$ cat config.mk
export PLATFORM = sky130hd
export DESIGN_NAME = tx_frame_launcher
export DESIGN_NICKNAME = d
export VERILOG_FILES = /design/src/rtl/txl_pkg.sv /design/src/rtl/txl_regs.sv /design/src/rtl/txl_ctrl.sv /design/src/rtl/txl_framer.sv /design/src/rtl/tx_frame_launcher.sv
export SDC_FILE = /design/constraint.sdc
export NUM_CORES = 1
export LEC_CHECK = 0
export BUFFER_PORTS_ARGS = -buffer_cell sky130_fd_sc_hd__buf_2
export CAP_MARGIN = 20
export CORE_MARGIN = 2
export CORE_UTILIZATION = 47
export CTS_BUF_LIST = sky130_fd_sc_hd__clkbuf_16
export DETAILED_ROUTE_END_ITERATION = 8
export PLACE_DENSITY_LB_ADDON = 0.05
export SLEW_MARGIN = 20
export SYNTH_ARGS = -nofsm -noshare
export SYNTH_HDL_FRONTEND = slang
export SYNTH_SLANG_ARGS = --single-unit
$ cat constraint.sdc
create_clock -name clk -period 6 [get_ports clk]
set_input_delay 0.9 -clock clk [delete_from_list [all_inputs] [get_ports clk]]
set_output_delay 0.9 -clock clk [all_outputs]
set_load 0.01 [all_outputs]
$ cat src/rtl/txl_pkg.sv
package txl_pkg;
  typedef enum logic [1:0] {
    SEL_SETUP = 2'd0,
    SEL_BASE  = 2'd1,
    SEL_COUNT = 2'd2
  } cfg_sel_e;

  typedef enum logic {
    ST_IDLE = 1'b0,
    ST_RUN  = 1'b1
  } tx_state_e;

  localparam logic [7:0] PRE_BYTE    = 8'h55;
  localparam logic [7:0] SFD_BYTE    = 8'hD5;
  localparam int         PREFIX_LEN  = 8;
  localparam int         TRAILER_LEN = 4;
endpackage

$ cat src/rtl/txl_regs.sv
module txl_regs
  import txl_pkg::*;
#(
  parameter int DW      = 32,
  parameter int AW      = 16,
  parameter int RST_BIT = 2
) (
  input  logic          clk,
  input  logic          rst_n,
  input  logic          we,
  input  logic [1:0]    sel,
  input  logic [DW-1:0] wdata,
  input  logic          busy_i,
  input  logic          clear_i,
  output logic [AW-1:0] base_o,
  output logic [DW-1:0] count_o,
  output logic          start_o
);
  logic          txrst_q, txrst_d;
  logic [AW-1:0] base_q, base_d;
  logic [DW-1:0] cnt_q, cnt_d;
  logic          start_q, start_d;
  logic          locked;

  assign locked = busy_i | start_q;

  always_comb begin
    txrst_d = txrst_q;
    base_d  = base_q;
    cnt_d   = cnt_q;
    start_d = 1'b0;
    if (we) begin
      case (sel)
        SEL_SETUP: txrst_d = wdata[RST_BIT];
        SEL_BASE:  base_d  = wdata[AW-1:0];
        SEL_COUNT: if (!locked) begin
          cnt_d   = wdata;
          start_d = (wdata != '0) && !txrst_q;
        end
        default: ;
      endcase
    end
    if (clear_i) cnt_d = '0;
  end

  always_ff @(posedge clk or negedge rst_n) begin
    if (!rst_n) begin
      txrst_q <= 1'b0;
      base_q  <= '0;
      cnt_q   <= '0;
      start_q <= 1'b0;
    end else begin
      txrst_q <= txrst_d;
      base_q  <= base_d;
      cnt_q   <= cnt_d;
      start_q <= start_d;
    end
  end

  assign base_o  = base_q;
  assign count_o = cnt_q;
  assign start_o = start_q;

  // a count write during a transfer leaves the register alone
  p_busy_hold_r8: assert property (@(posedge clk) disable iff (!rst_n)
    (we && sel == SEL_COUNT && locked && !clear_i) |=> $stable(cnt_q));
endmodule

$ cat src/rtl/txl_ctrl.sv
module txl_ctrl
  import txl_pkg::*;
#(
  parameter int DW      = 32,
  parameter int AW      = 16,
  parameter int MIN_LEN = 64,
  parameter int MAX_LEN = 1530,
  localparam int IW     = $clog2(MAX_LEN + 1)
) (
  input  logic          clk,
  input  logic          rst_n,
  input  logic          start_i,
  input  logic [AW-1:0] base_i,
  input  logic [DW-1:0] count_i,
  input  logic          abort_i,
  input  logic          last_i,
  output logic          rd_en_o,
  output logic [AW-1:0] rd_addr_o,
  output logic          tag_vld_o,
  output logic [IW-1:0] tag_idx_o,
  output logic [IW-1:0] len_o,
  output logic          active_o,
  output logic          busy_o,
  output logic          clear_o,
  output logic          irq_o,
  output logic          err_o
);
  localparam logic [DW-1:0] MIN_C = DW'(MIN_LEN);
  localparam logic [DW-1:0] MAX_C = DW'(MAX_LEN);
  localparam logic [IW-1:0] TRL_C = IW'(TRAILER_LEN);

  tx_state_e     state_q, state_d;
  logic [IW-1:0] issue_q, issue_d;
  logic [IW-1:0] len_q, len_d;
  logic [AW-1:0] base_q, base_d;
  logic          vld_q, idx_vld_d;
  logic [IW-1:0] idx_q;
  logic          irq_q, irq_d;
  logic          err_q, err_d;
  logic          reject, finish, rd_en;

  always_comb begin
    state_d = state_q;
    issue_d = issue_q;
    len_d   = len_q;
    base_d  = base_q;
    err_d   = err_q;
    reject  = 1'b0;
    finish  = 1'b0;
    rd_en   = 1'b0;
    case (state_q)
      ST_IDLE: if (start_i) begin
        if (count_i < MIN_C || count_i > MAX_C) begin
          reject = 1'b1;
        end else begin
          state_d = ST_RUN;
          issue_d = '0;
          len_d   = count_i[IW-1:0];
          base_d  = base_i;
          err_d   = 1'b0;
        end
      end
      ST_RUN: begin
        rd_en = !abort_i && (issue_q < len_q - TRL_C);
        if (rd_en) issue_d = issue_q + 1'b1;
        if (abort_i) begin
          reject  = 1'b1;
          state_d = ST_IDLE;
        end else if (last_i) begin
          finish  = 1'b1;
          state_d = ST_IDLE;
        end
      end
      default: state_d = ST_IDLE;
    endcase
    if (reject) err_d = 1'b1;
    irq_d     = finish;
    idx_vld_d = rd_en;
  end

  always_ff @(posedge clk or negedge rst_n) begin
    if (!rst_n) begin
      state_q <= ST_IDLE;
      issue_q <= '0;
      len_q   <= '0;
      base_q  <= '0;
      vld_q   <= 1'b0;
      idx_q   <= '0;
      irq_q   <= 1'b0;
      err_q   <= 1'b0;
    end else begin
      state_q <= state_d;
      issue_q <= issue_d;
      len_q   <= len_d;
      base_q  <= base_d;
      vld_q   <= idx_vld_d;
      idx_q   <= issue_q;
      irq_q   <= irq_d;
      err_q   <= err_d;
    end
  end

  assign rd_en_o   = rd_en;
  assign rd_addr_o = base_q + AW'(issue_q);
  assign tag_vld_o = vld_q;
  assign tag_idx_o = idx_q;
  assign len_o     = len_q;
  assign active_o  = (state_q == ST_RUN);
  assign busy_o    = (state_q == ST_RUN);
  assign clear_o   = reject | finish;
  assign irq_o     = irq_q;
  assign err_o     = err_q;

  // the completion pulse lasts one cycle
  p_irq_single_r7: assert property (@(posedge clk) disable iff (!rst_n)
    irq_q |=> !irq_q);
  // a rejection never coincides with a completion pulse
  p_err_no_irq_r4: assert property (@(posedge clk) disable iff (!rst_n)
    $rose(err_q) |-> !irq_q);
endmodule

$ cat src/rtl/txl_framer.sv
module txl_framer
  import txl_pkg::*;
#(
  parameter int IW = 11
) (
  input  logic          clk,
  input  logic          rst_n,
  input  logic          active_i,
  input  logic          vld_i,
  input  logic [IW-1:0] idx_i,
  input  logic [IW-1:0] len_i,
  input  logic [7:0]    data_i,
  output logic          abort_o,
  output logic          last_o,
  output logic          out_valid,
  output logic [7:0]    out_data,
  output logic          out_sof,
  output logic          out_eof
);
  localparam logic [IW-1:0] PFX_C  = IW'(PREFIX_LEN);
  localparam logic [IW-1:0] LAST_C = IW'(TRAILER_LEN + 1);

  logic       bad_q, bad_d;
  logic       take, in_pfx, mis;
  logic [7:0] expect_b;

  always_comb begin
    take     = vld_i && active_i;
    in_pfx   = idx_i < PFX_C;
    expect_b = (idx_i == PFX_C - 1'b1) ? SFD_BYTE : PRE_BYTE;
    mis      = take && in_pfx && (data_i != expect_b);
    bad_d    = active_i ? (bad_q | mis) : 1'b0;
    abort_o  = take && (idx_i == PFX_C - 1'b1) && (bad_q | mis);
    out_valid = take && !in_pfx;
    out_data  = data_i;
    out_sof   = out_valid && (idx_i == PFX_C);
    out_eof   = out_valid && (idx_i == len_i - LAST_C);
    last_o    = out_eof;
  end

  always_ff @(posedge clk or negedge rst_n) begin
    if (!rst_n) bad_q <= 1'b0;
    else        bad_q <= bad_d;
  end

  // nothing is emitted in the cycle after a rejected prefix
  p_quiet_after_abort_r5: assert property (@(posedge clk) disable iff (!rst_n)
    abort_o |=> !out_valid);
  // start and end markers never fall on the same byte
  p_sof_not_eof_r6: assert property (@(posedge clk) disable iff (!rst_n)
    out_sof |-> !out_eof);
endmodule

$ cat src/rtl/tx_frame_launcher.sv
module tx_frame_launcher #(
  parameter int DW      = 32,
  parameter int AW      = 16,
  parameter int MIN_LEN = 64,
  parameter int MAX_LEN = 1530,
  parameter int RST_BIT = 2
) (
  input  logic          clk,
  input  logic          rst_n,
  input  logic          cfg_we,
  input  logic [1:0]    cfg_sel,
  input  logic [DW-1:0] cfg_wdata,
  output logic [DW-1:0] cnt_o,
  output logic          mem_rd_en,
  output logic [AW-1:0] mem_rd_addr,
  input  logic [7:0]    mem_rd_data,
  output logic          tx_valid,
  output logic [7:0]    tx_data,
  output logic          tx_sof,
  output logic          tx_eof,
  output logic          tx_irq,
  output logic          tx_err
);
  localparam int IW = $clog2(MAX_LEN + 1);

  logic [AW-1:0] base;
  logic          start, busy, clear, abort, last, active, tag_vld;
  logic [IW-1:0] tag_idx, len;

  txl_regs #(.DW(DW), .AW(AW), .RST_BIT(RST_BIT)) u_regs (
    .clk(clk), .rst_n(rst_n), .we(cfg_we), .sel(cfg_sel), .wdata(cfg_wdata),
    .busy_i(busy), .clear_i(clear), .base_o(base), .count_o(cnt_o),
    .start_o(start)
  );

  txl_ctrl #(.DW(DW), .AW(AW), .MIN_LEN(MIN_LEN), .MAX_LEN(MAX_LEN)) u_ctrl (
    .clk(clk), .rst_n(rst_n), .start_i(start), .base_i(base), .count_i(cnt_o),
    .abort_i(abort), .last_i(last), .rd_en_o(mem_rd_en),
    .rd_addr_o(mem_rd_addr), .tag_vld_o(tag_vld), .tag_idx_o(tag_idx),
    .len_o(len), .active_o(active), .busy_o(busy), .clear_o(clear),
    .irq_o(tx_irq), .err_o(tx_err)
  );

  txl_framer #(.IW(IW)) u_framer (
    .clk(clk), .rst_n(rst_n), .active_i(active), .vld_i(tag_vld),
    .idx_i(tag_idx), .len_i(len), .data_i(mem_rd_data), .abort_o(abort),
    .last_o(last), .out_valid(tx_valid), .out_data(tx_data),
    .out_sof(tx_sof), .out_eof(tx_eof)
  );

  // the count register already reads zero while the pulse is high
  p_irq_cleared_r7: assert property (@(posedge clk) disable iff (!rst_n)
    tx_irq |-> (cnt_o == '0));
endmodule

==> results of run 1 <==
[through the flow]
stage | setup WS [ns] | std cells
6_report | 1.64 | 813
5_1_grt | 1.43 | 813
4_1_cts | 1.65 | 813
3_5_place_dp | 2.03 | 797
3_3_place_gp | 2.12 | 797
2_1_floorplan | 2.36 | 567
[cells by family after synthesis]
logic type      share of synthesized area, %
compound gates                          8.24
xor+xnor                                5.95
fa+ha+maj                               5.80
buf+inv                                 3.53
flops                                   45.3
mux                                     10.5
simple gates                            20.7
[cell usage after synthesis (6+ instances only)]
master,number,share of area (%)
dfrtp_1,104,45
nand2_1,74,4.8
nor2_1,56,3.7
mux2i_1,33,5.8
ha_1,25,5.4
mux2_2,24,4.7
xnor2_1,22,3.4
o21ai_0,17,1.5
xor2_1,17,2.6
nor4_1,15,1.6
a21oi_1,14,1.2
nand3_1,14,1.2
inv_1,12,0.78
nor3_1,10,0.87
clkbuf_1,9,0.59
nor2b_1,9,0.98
or4_1,9,1.2
buf_4,8,1.0
nand4_1,8,0.87
and3_1,6,0.65
buf_2,6,0.52
[worst max-delay path: cells and delay by family (launching register included)]
family / cells / cell delay [ns]
adders and majority gates: 1 / 0.30
DFF: 1 / 0.48
and+or+nand+nor: 5 / 1.78
xor gates and xnor gates: 1 / 0.16
buffers and inverters: 1 / 0.15
AOI/OAI and AO/OA: 1 / 0.24
[state kept, by name, summed over array words and instances, names as in the netlist]
register and cells:
u_regs.txrst_q 1, u_regs.start_o 1, u_ctrl.issue_q 11, u_regs.count_o 32, u_ctrl.irq_o 1, u_framer.bad_q 1, u_ctrl.tag_idx_o 11, u_ctrl.tag_vld_o 1
u_ctrl.len_o 11, u_ctrl.base_q 16, u_regs.base_o 16, u_ctrl.active_o 1, u_ctrl.err_o 1
[power by group]
group	switching, uW	internal (uW)	leakage [uW]
combinational	35.4	32.4	0.00174
sequential	11.4	722	0.00135
clock	273	287	0.000141
[worst paths after layout]
kind	start	to	slack, ns	depth (start not counted)
setup / recovery	u_ctrl.len_o[4]	mem_rd_en	1.64	9
hold / removal	u_regs.txrst_q	u_regs.start_o	0.44	1
setup reg to reg	u_ctrl.len_o[4]	u_ctrl.issue_q[5]	2.57	9
hold reg to reg	u_regs.txrst_q	u_regs.start_o	0.44	1
max in group asynchronous	rst_n	u_regs.count_o[27]	4.30	2
min in group asynchronous	rst_n	u_ctrl.issue_q[2]	0.56	1
[area by class of cell]
type                    count  area, sq um  share of cell area [%]
multi-input cells         425         2940                    44.5
well taps                 147          184                    2.78
clock inverters             7         56.3                   0.852
clock buffers               9          225                    3.41
flip-flops and latches    104         2600                    39.4
inverters                  12         45.0                   0.682
repair buffers            109          556                    8.41
[cell usage in the layout (no fill, tap or decap), types with 10 or more instances in the layout]
cell       n
ha_1      25
a21oi_1   14
xor2_1    17
nand3_1   14
nor4_1    15
nand2_1   74
nor3_1    10
o21ai_0   17
inv_1     13
mux2i_1   33
nor2_1    56
dfrtp_1  104
xnor2_1   22
buf_2    105
mux2_2    24
[per-layer routing]
metal	GRT usage (%)	vias to the layer above
met5	0	-
met4	6.34	0
met3	5.13	21
met2	35.6	122
met1	31.5	2236
li1	-	2197
==> metrics.txt, run 1 <==
antenna violations before repair=1; Least-Margin Pin Slew=1.00 ns; Clock transition at path regs=0.08 ns; RSZ-0062 raised after global routing=no; clock sink total=104; syn_area_per_cell=10.1 sq um; root buf cell=clkbuf_16; met2 wire len=6.70 mm; Power Density=206 mW/mm^2; count of different cell masters after synthesis=60; area added between synthesis and finish=15.1%; Max Used Layer=met4; DRT met1 WL=6.43 mm; most frequent CP cell=or4_1; final hold slack=0.438 ns; DP Area=0.00633 sq mm; number of DRC markers in iteration 0=265; largest fanout on the critical path=9; Async SR Flop Fraction=100%; # resized after CTS=0; endpoints failing setup=0; post-CTS setup buffer count=0; CTS Hold Buffers Added=0; Final Skew=0.0122 ns; share of layout cells above drive strength 1=23.9%; worst-case clock buffer depth=2; routed wire length=14.1 mm; Pleak=0.00323 uW; CTS tree=done; GRT Overall Usage=22.6%; fillers=1091; worst skew pair latency=0.35 ns; total power=1360 uW; Peak VDD IR=0.173 mV; Die X=115 microns; Ports=107; placer congestion estimate=0.898; Post-synth EDFFs=0; Chip Height=115 microns; Util after Layout=55.2%; Setup crit start kind=register; CP Capture Type=output port; Yosys reg bits=104; Mapped Cells=567; first-pass GRT wire length=23.1 mm; Critical Path Max Stage Delay=0.61 ns; port bufs=106; Max Clock Freq=230 MHz; Slowest-stage cell, CP=or4_1; GRT overflow=0; core area=0.0120 sq mm; Rel. slew slack=33.2%; via count=4576; wire per inst=17.3 microns; H-Tree Level Count=3; DR DRC count=0; synth warn=0; vias in the first global route=4438; minimum clock period=4.36 ns; Initial Util=48.0%; max-cap violations=0; worst-path cell chain=or4_1 > or4_1 > xor2_1 > ha_1 > nand2_1 > nor3_1 > a21oi_1 > and2_1 > buf_2; FP Rows=40; post-route ant nets=0; First-pass DRT Iterations=5; hpwl dp=10.6 mm; Synth Cell Area=0.00574 sq mm; critical setup path kind=register to output port; CTS Buf Count=9; Synth Net Count=638; final-report max-slew violation count=0; DR vias/cell=5.63; status=finished, final reports clean; nets@finish=732; Die Area=0.0131 sq mm; met3 WL=701 microns; Final Cell Area=0.00661 sq mm; crit path DAT=3.46 ns; Worst Path Required=5.10 ns; ant diodes=0; Period Utilization, post-route=72.6%; sequential area share after synthesis=45.3%; Final Hold Fails=0; largest net degree at the start of global routing=57; Hold Path Class=register to register; Fin Setup TNS=0 ns; commonest register cell after synthesis=dfrtp_1
Power figures use the tool's default switching activity.
==> run 2: changes to the inputs <==
clock period = 3.9 ns   (was 6 ns; I/O delays follow)
==> metrics.txt, run 2 (synthesized netlist as in run 1, its figures left out) <==
Final Hold Fails=0; total power=2060 uW; Power Internal=1590 uW; Fin Setup TNS=0 ns; final-report max-slew violation count=0; leading cell type in the layout, fill and taps excluded=buf_2; placer congestion estimate=0.941; DR DRC count=0; max-cap violations=0; most frequent cells in the layout=buf_2, dfrtp_1, nand2_1, nor2_1, mux2i_1; nets@finish=735; Sequential Power Share=54.8%; largest fanout on the critical path=9; clock share of power=40.1%; GRT overflow=0; critical setup path kind=register to output port; Final Skew=0.0139 ns; Clock transition at path regs=0.07 ns; DR vias/cell=5.60; wire per inst=17.2 microns; Period Utilization, post-route=95.6%; Hold Path Class=input pin to asynchronous set/reset pin; minimum clock period=3.73 ns; number of DRC markers in iteration 0=177; port bufs=106; flop2flop setup slack=0.60 ns; Setup crit start kind=register; endpoints failing setup=0; vias in the first global route=4414; crit path DAT=3.14 ns; Worst Path Required=3.31 ns; CP Capture Type=output port; RSZ-0062 raised after global routing=no; Least-Margin Pin Slew=1.02 ns; Pleak=0.00326 uW; ant diodes=0; area added between synthesis and finish=15.7%; core area=0.0120 sq mm; Gate power share=5.1%; via count=4572; max reg flops=32; Chip Height=115 microns; GRT Overall Usage=22.1%; r2r endpoint=u_ctrl.issue_q[4]; Sw Share=22.5%; CTS Buf Count=9; post-route ant nets=0; First-pass DRT Iterations=4; Setup crit end=mem_rd_en; Initial Util=48.0%; R2R Path Start=u_ctrl.len_o[4]; Max Clock Freq=268 MHz; largest net degree at the start of global routing=76; clock sink total=104; Rel. slew slack=32.0%; antenna violations before repair=0; worst skew pair latency=0.34 ns; worst-case clock buffer depth=2; Power Density=310 mW/mm^2; H-Tree Level Count=3; Die Area=0.0131 sq mm; routed wire length=14.0 mm; R2R cell count=9; CTS tree=done; first-pass GRT wire length=22.5 mm; Ports=107; Peak VDD IR=0.170 mV; Psw=464 uW; crit path from=u_ctrl.len_o[4]; status=finished, final reports clean; FP Rows=40; hpwl dp=10.7 mm; root buf cell=clkbuf_16; Die X=115 microns; share of layout cells above drive strength 1=25.1%
-- run 2: cell types whose count changed in the layout (fill, tap and decap cells not counted), sizes merged --
cell  delta
buf      +3
-- run 2: stage by stage --
step           hold WS (ns)  cell area (sq um)  utilization (%)  worst slack [ns]  std cells
2_1_floorplan         0.289               5740                -             0.579        567
3_3_place_gp          0.431               6350             53.1             0.315        800
3_5_place_dp          0.425               6350             53.1             0.235        800
4_1_cts               0.418               6630             55.4            0.0223        816
5_1_grt               0.469               6650             55.6           0.00453        816
6_report              0.373               6650             55.6             0.171        816
-- run 2: worst min path at each step --
stage,start,end,cells after the start
final,rst_n,u_ctrl.issue_q[2],1
after global routing,rst_n,u_ctrl.issue_q[8],1
after CTS,rst_n,u_ctrl.issue_q[4],1
after detailed placement,u_regs.txrst_q,u_regs.start_o,1
after global placement,u_regs.txrst_q,u_regs.start_o,1
after floorplan,rst_n,u_ctrl.active_o,0
-- run 2: cell type report --
class / count / area, sq um
clock inverters: 7 / 46.3
inverters: 12 / 45.0
fillers: 1080 / 5320
repair buffers: 112 / 578
well taps: 147 / 184
multi-input cells: 425 / 2960
flip-flops and latches: 104 / 2600
clock buffers: 9 / 225
-- run 2: worst max-delay path, stage by stage (launching register included) --
cell and delay [ns]:
dfrtp_2 0.48, or4_4 0.58, or4_1 0.43, xor2_1 0.16, ha_1 0.30, nand2_1 0.11, nor3_4 0.26, a21oi_2 0.14
and2_4 0.22, buf_2 0.13
-- run 2: power by group through the flow --
stage	Sequential, uW	Combinational, uW	Clock (uW)
floorplan	1140	47.2	0
global placement	1150	105	0
detailed placement	1150	108	0
CTS	1130	108	855
global route	1130	119	898
finish	1130	104	827
-- run 2: what timing repair did --
action	CTS	global route
cloned	0	0
setup buffers	0	0
endpoints found under the setup margin	1	2
hold buffers	0	0
gates resized for setup	3	6
pin swaps	0	1
-- run 2: routing by layer --
layer | vias up | part of all wire [%] | global-route usage, %
met5 | - | 0 | 0
met4 | 0 | 1.3 | 6.91
met3 | 14 | 4.2 | 4.18
met2 | 121 | 49 | 35.3
met1 | 2238 | 46 | 30.5
li1 | 2199 | - | -
==> run 3: changes to the inputs <==
SYNTH_HIERARCHICAL = 1   (was not set)
==> metrics.txt, run 3 <==
status=finished, final reports clean; Synth Net Count=626; worst skew pair latency=0.35 ns; most instantiated library cell after synthesis=dfrtp_1; Fin Setup TNS=0 ns; Sw Share=23.7%; Setup crit start kind=register; via count=4727; minimum clock period=3.66 ns; DR vias/cell=5.75; Post-synth EDFFs=0; r2r endpoint=u_regs/count_o[12]; # resized after CTS=0; number of DRC markers in iteration 0=275; placer congestion estimate=0.777; Max Clock Freq=273 MHz; routed wire length=15.0 mm; Clock transition at path regs=0.07 ns; nets@finish=718; core area=0.0122 sq mm; sequential area share after synthesis=44.1%; critical setup path kind=register to output port; synth top area cells=dfrtp_1, mux2_4, ha_1, a21oi_1, xnor2_1; Ports=107; endpoints failing setup=0; first-pass GRT wire length=23.9 mm; Rel. slew slack=33.1%; Post-Layout Cell Count=822; RSZ-0062 raised after global routing=no; post-CTS setup buffer count=0; Peak VDD IR=0.280 mV; clock share of power=41.4%; vias in the first global route=4539; Util after Layout=55.9%; CP Capture Type=output port; clock sink total=104; grt met2 use=37.6%; area added between synthesis and finish=15.2%; share of layout cells above drive strength 1=28.3%; post-route ant nets=0; H-Tree Level Count=3; Yosys reg bits=104; count of different cell masters after synthesis=64; commonest register cell after synthesis=dfrtp_1; Die Area=0.0135 sq mm; Initial Util=48.6%; post-synth top area share=44.1%; hpwl dp=10.7 mm; antenna violations before repair=1; Setup crit end=tx_eof; Final Hold Fails=0; largest net degree at the start of global routing=81; leading cell type in the layout, fill and taps excluded=buf_2; Die X=116 microns; R2R Path Start=u_ctrl/len_o[3]; final-report max-slew violation count=0; port bufs=106; CTS Buf Count=9; DR DRC count=0; CTS tree=done; max reg flops=32; GR met3 Demand/Resource=6.59%; Chip Height=116 microns; Synth area leader=dfrtp_1; Worst Path Required=3.31 ns; max-cap violations=0; Least-Margin Pin Slew=1.00 ns; Period Utilization, post-route=94.0%; worst-case clock buffer depth=2; Synth Cell Area=0.00591 sq mm; crit path from=u_ctrl/len_o[3]; GRT overflow=0; fillers=1080; Psw=522 uW; most frequent cells in the layout=buf_2, dfrtp_1, a21oi_1, o21ai_0, nand3_1; Cell Count Post-Placement=805; Power Internal=1680 uW; list of most frequent post-synthesis cells=dfrtp_1, a21oi_1, o21ai_0; R2R cell count=8; Pleak=0.00328 uW; flop2flop setup slack=0.58 ns; GRT Overall Usage=23.1%; Hold Path Class=input pin to asynchronous set/reset pin; Async SR Flop Fraction=100%; wire per inst=18.3 microns; Sequential Power Share=52.0%; Final Skew=0.0109 ns; root buf cell=clkbuf_16; CTS Hold Buffers Added=0; synth warn=6; largest fanout on the critical path=10; GR Util met1=30.7%; Mapped Cells=556; FP Rows=40; Gate power share=6.6%; crit path DAT=3.08 ns; Most Crowded Layer GR=met2; First-pass DRT Iterations=4; Power Density=324 mW/mm^2; syn_area_per_cell=10.6 sq um
[run 3: changes by cell type after synthesis, sizes merged, moves of 24 or more]
cell,before,now
o21ai,18,42
mux2i,33,5
nor2,56,17
nand2,74,19
nand3,14,40
a21oi,14,49
[run 3: cell families (layout without fill, tap and decap cells)]
| logic type | after synthesis | count (layout) | synth area share (%) |
|---|---|---|---|
| and+or+nand+nor | 158 | 158 | 15.8 |
| AOI/OAI and AO/OA | 131 | 131 | 13.4 |
| DFF | 104 | 104 | 44.1 |
| buffers and inverters | 51 | 148 | 4.68 |
| muxes | 49 | 49 | 11.0 |
| xor gates and xnor gates | 38 | 38 | 5.64 |
| adders and majority gates | 25 | 25 | 5.42 |
| other | 0 | 1 | 0 |
[run 3: how the worst min path moves through the flow]
stage / start / to / cells after the start
3_5_place_dp: u_regs/base_o[12] / u_ctrl/base_q[12] / 1
6_report: rst_n / u_ctrl/issue_q[7] / 1
3_3_place_gp: u_regs/base_o[4] / u_ctrl/base_q[4] / 1
2_1_floorplan: rst_n / u_ctrl/active_o / 0
5_1_grt: rst_n / u_ctrl/issue_q[7] / 1
4_1_cts: rst_n / u_ctrl/issue_q[7] / 1
[run 3: worst max-delay path: stages, from the launching register on]
cell and delay (ns):
dfrtp_1 0.49, or4_4 0.61, nor3_1 0.31, a41oi_1 0.20
a221o_1 0.39, a2111oi_2 0.52, buf_2 0.22
[run 3: power groups by stage]
stage	logic (uW)	clock network [uW]	registers, uW
CTS	147	939	1150
global route	161	988	1150
global placement	144	0	1170
finish	145	913	1150
detailed placement	147	0	1170
floorplan	69.4	0	1160
[run 3: metrics by stage]
stage          total power [uW]  area (sq um)  worst slack, ns  hold WS (ns)
3_5_place_dp               1310          6500            0.631         0.493
4_1_cts                    2230          6800            0.236         0.446
3_3_place_gp               1310          6500            0.745         0.486
2_1_floorplan              1230          5910            0.917         0.289
5_1_grt                    2300          6800            0.111         0.326
6_report                   2200          6800            0.236         0.276
[run 3: metal layers]
| layer | part of all wire, % | wire [microns] | up-vias |
|---|---|---|---|
| li1 | - | - | 2220 |
| met1 | 46 | 6860 | 2383 |
| met2 | 48 | 7180 | 112 |
| met3 | 5.3 | 802 | 12 |
| met4 | 1.2 | 182 | 0 |
| met5 | 0 | 0 | - |
[run 3: layout make-up]
| class | instances | area, sq um | share of cell area, % |
|---|---|---|---|
| clock inverters | 7 | 68.8 | 1.01 |
| multi-input cells | 401 | 3030 | 44.5 |
| well taps | 168 | 210 | 3.09 |
| clock buffers | 9 | 225 | 3.31 |
| flip-flops and latches | 104 | 2600 | 38.2 |
| diodes | 1 | 2.50 | 0.0368 |
| inverters | 17 | 63.8 | 0.938 |
| repair buffers | 115 | 604 | 8.88 |
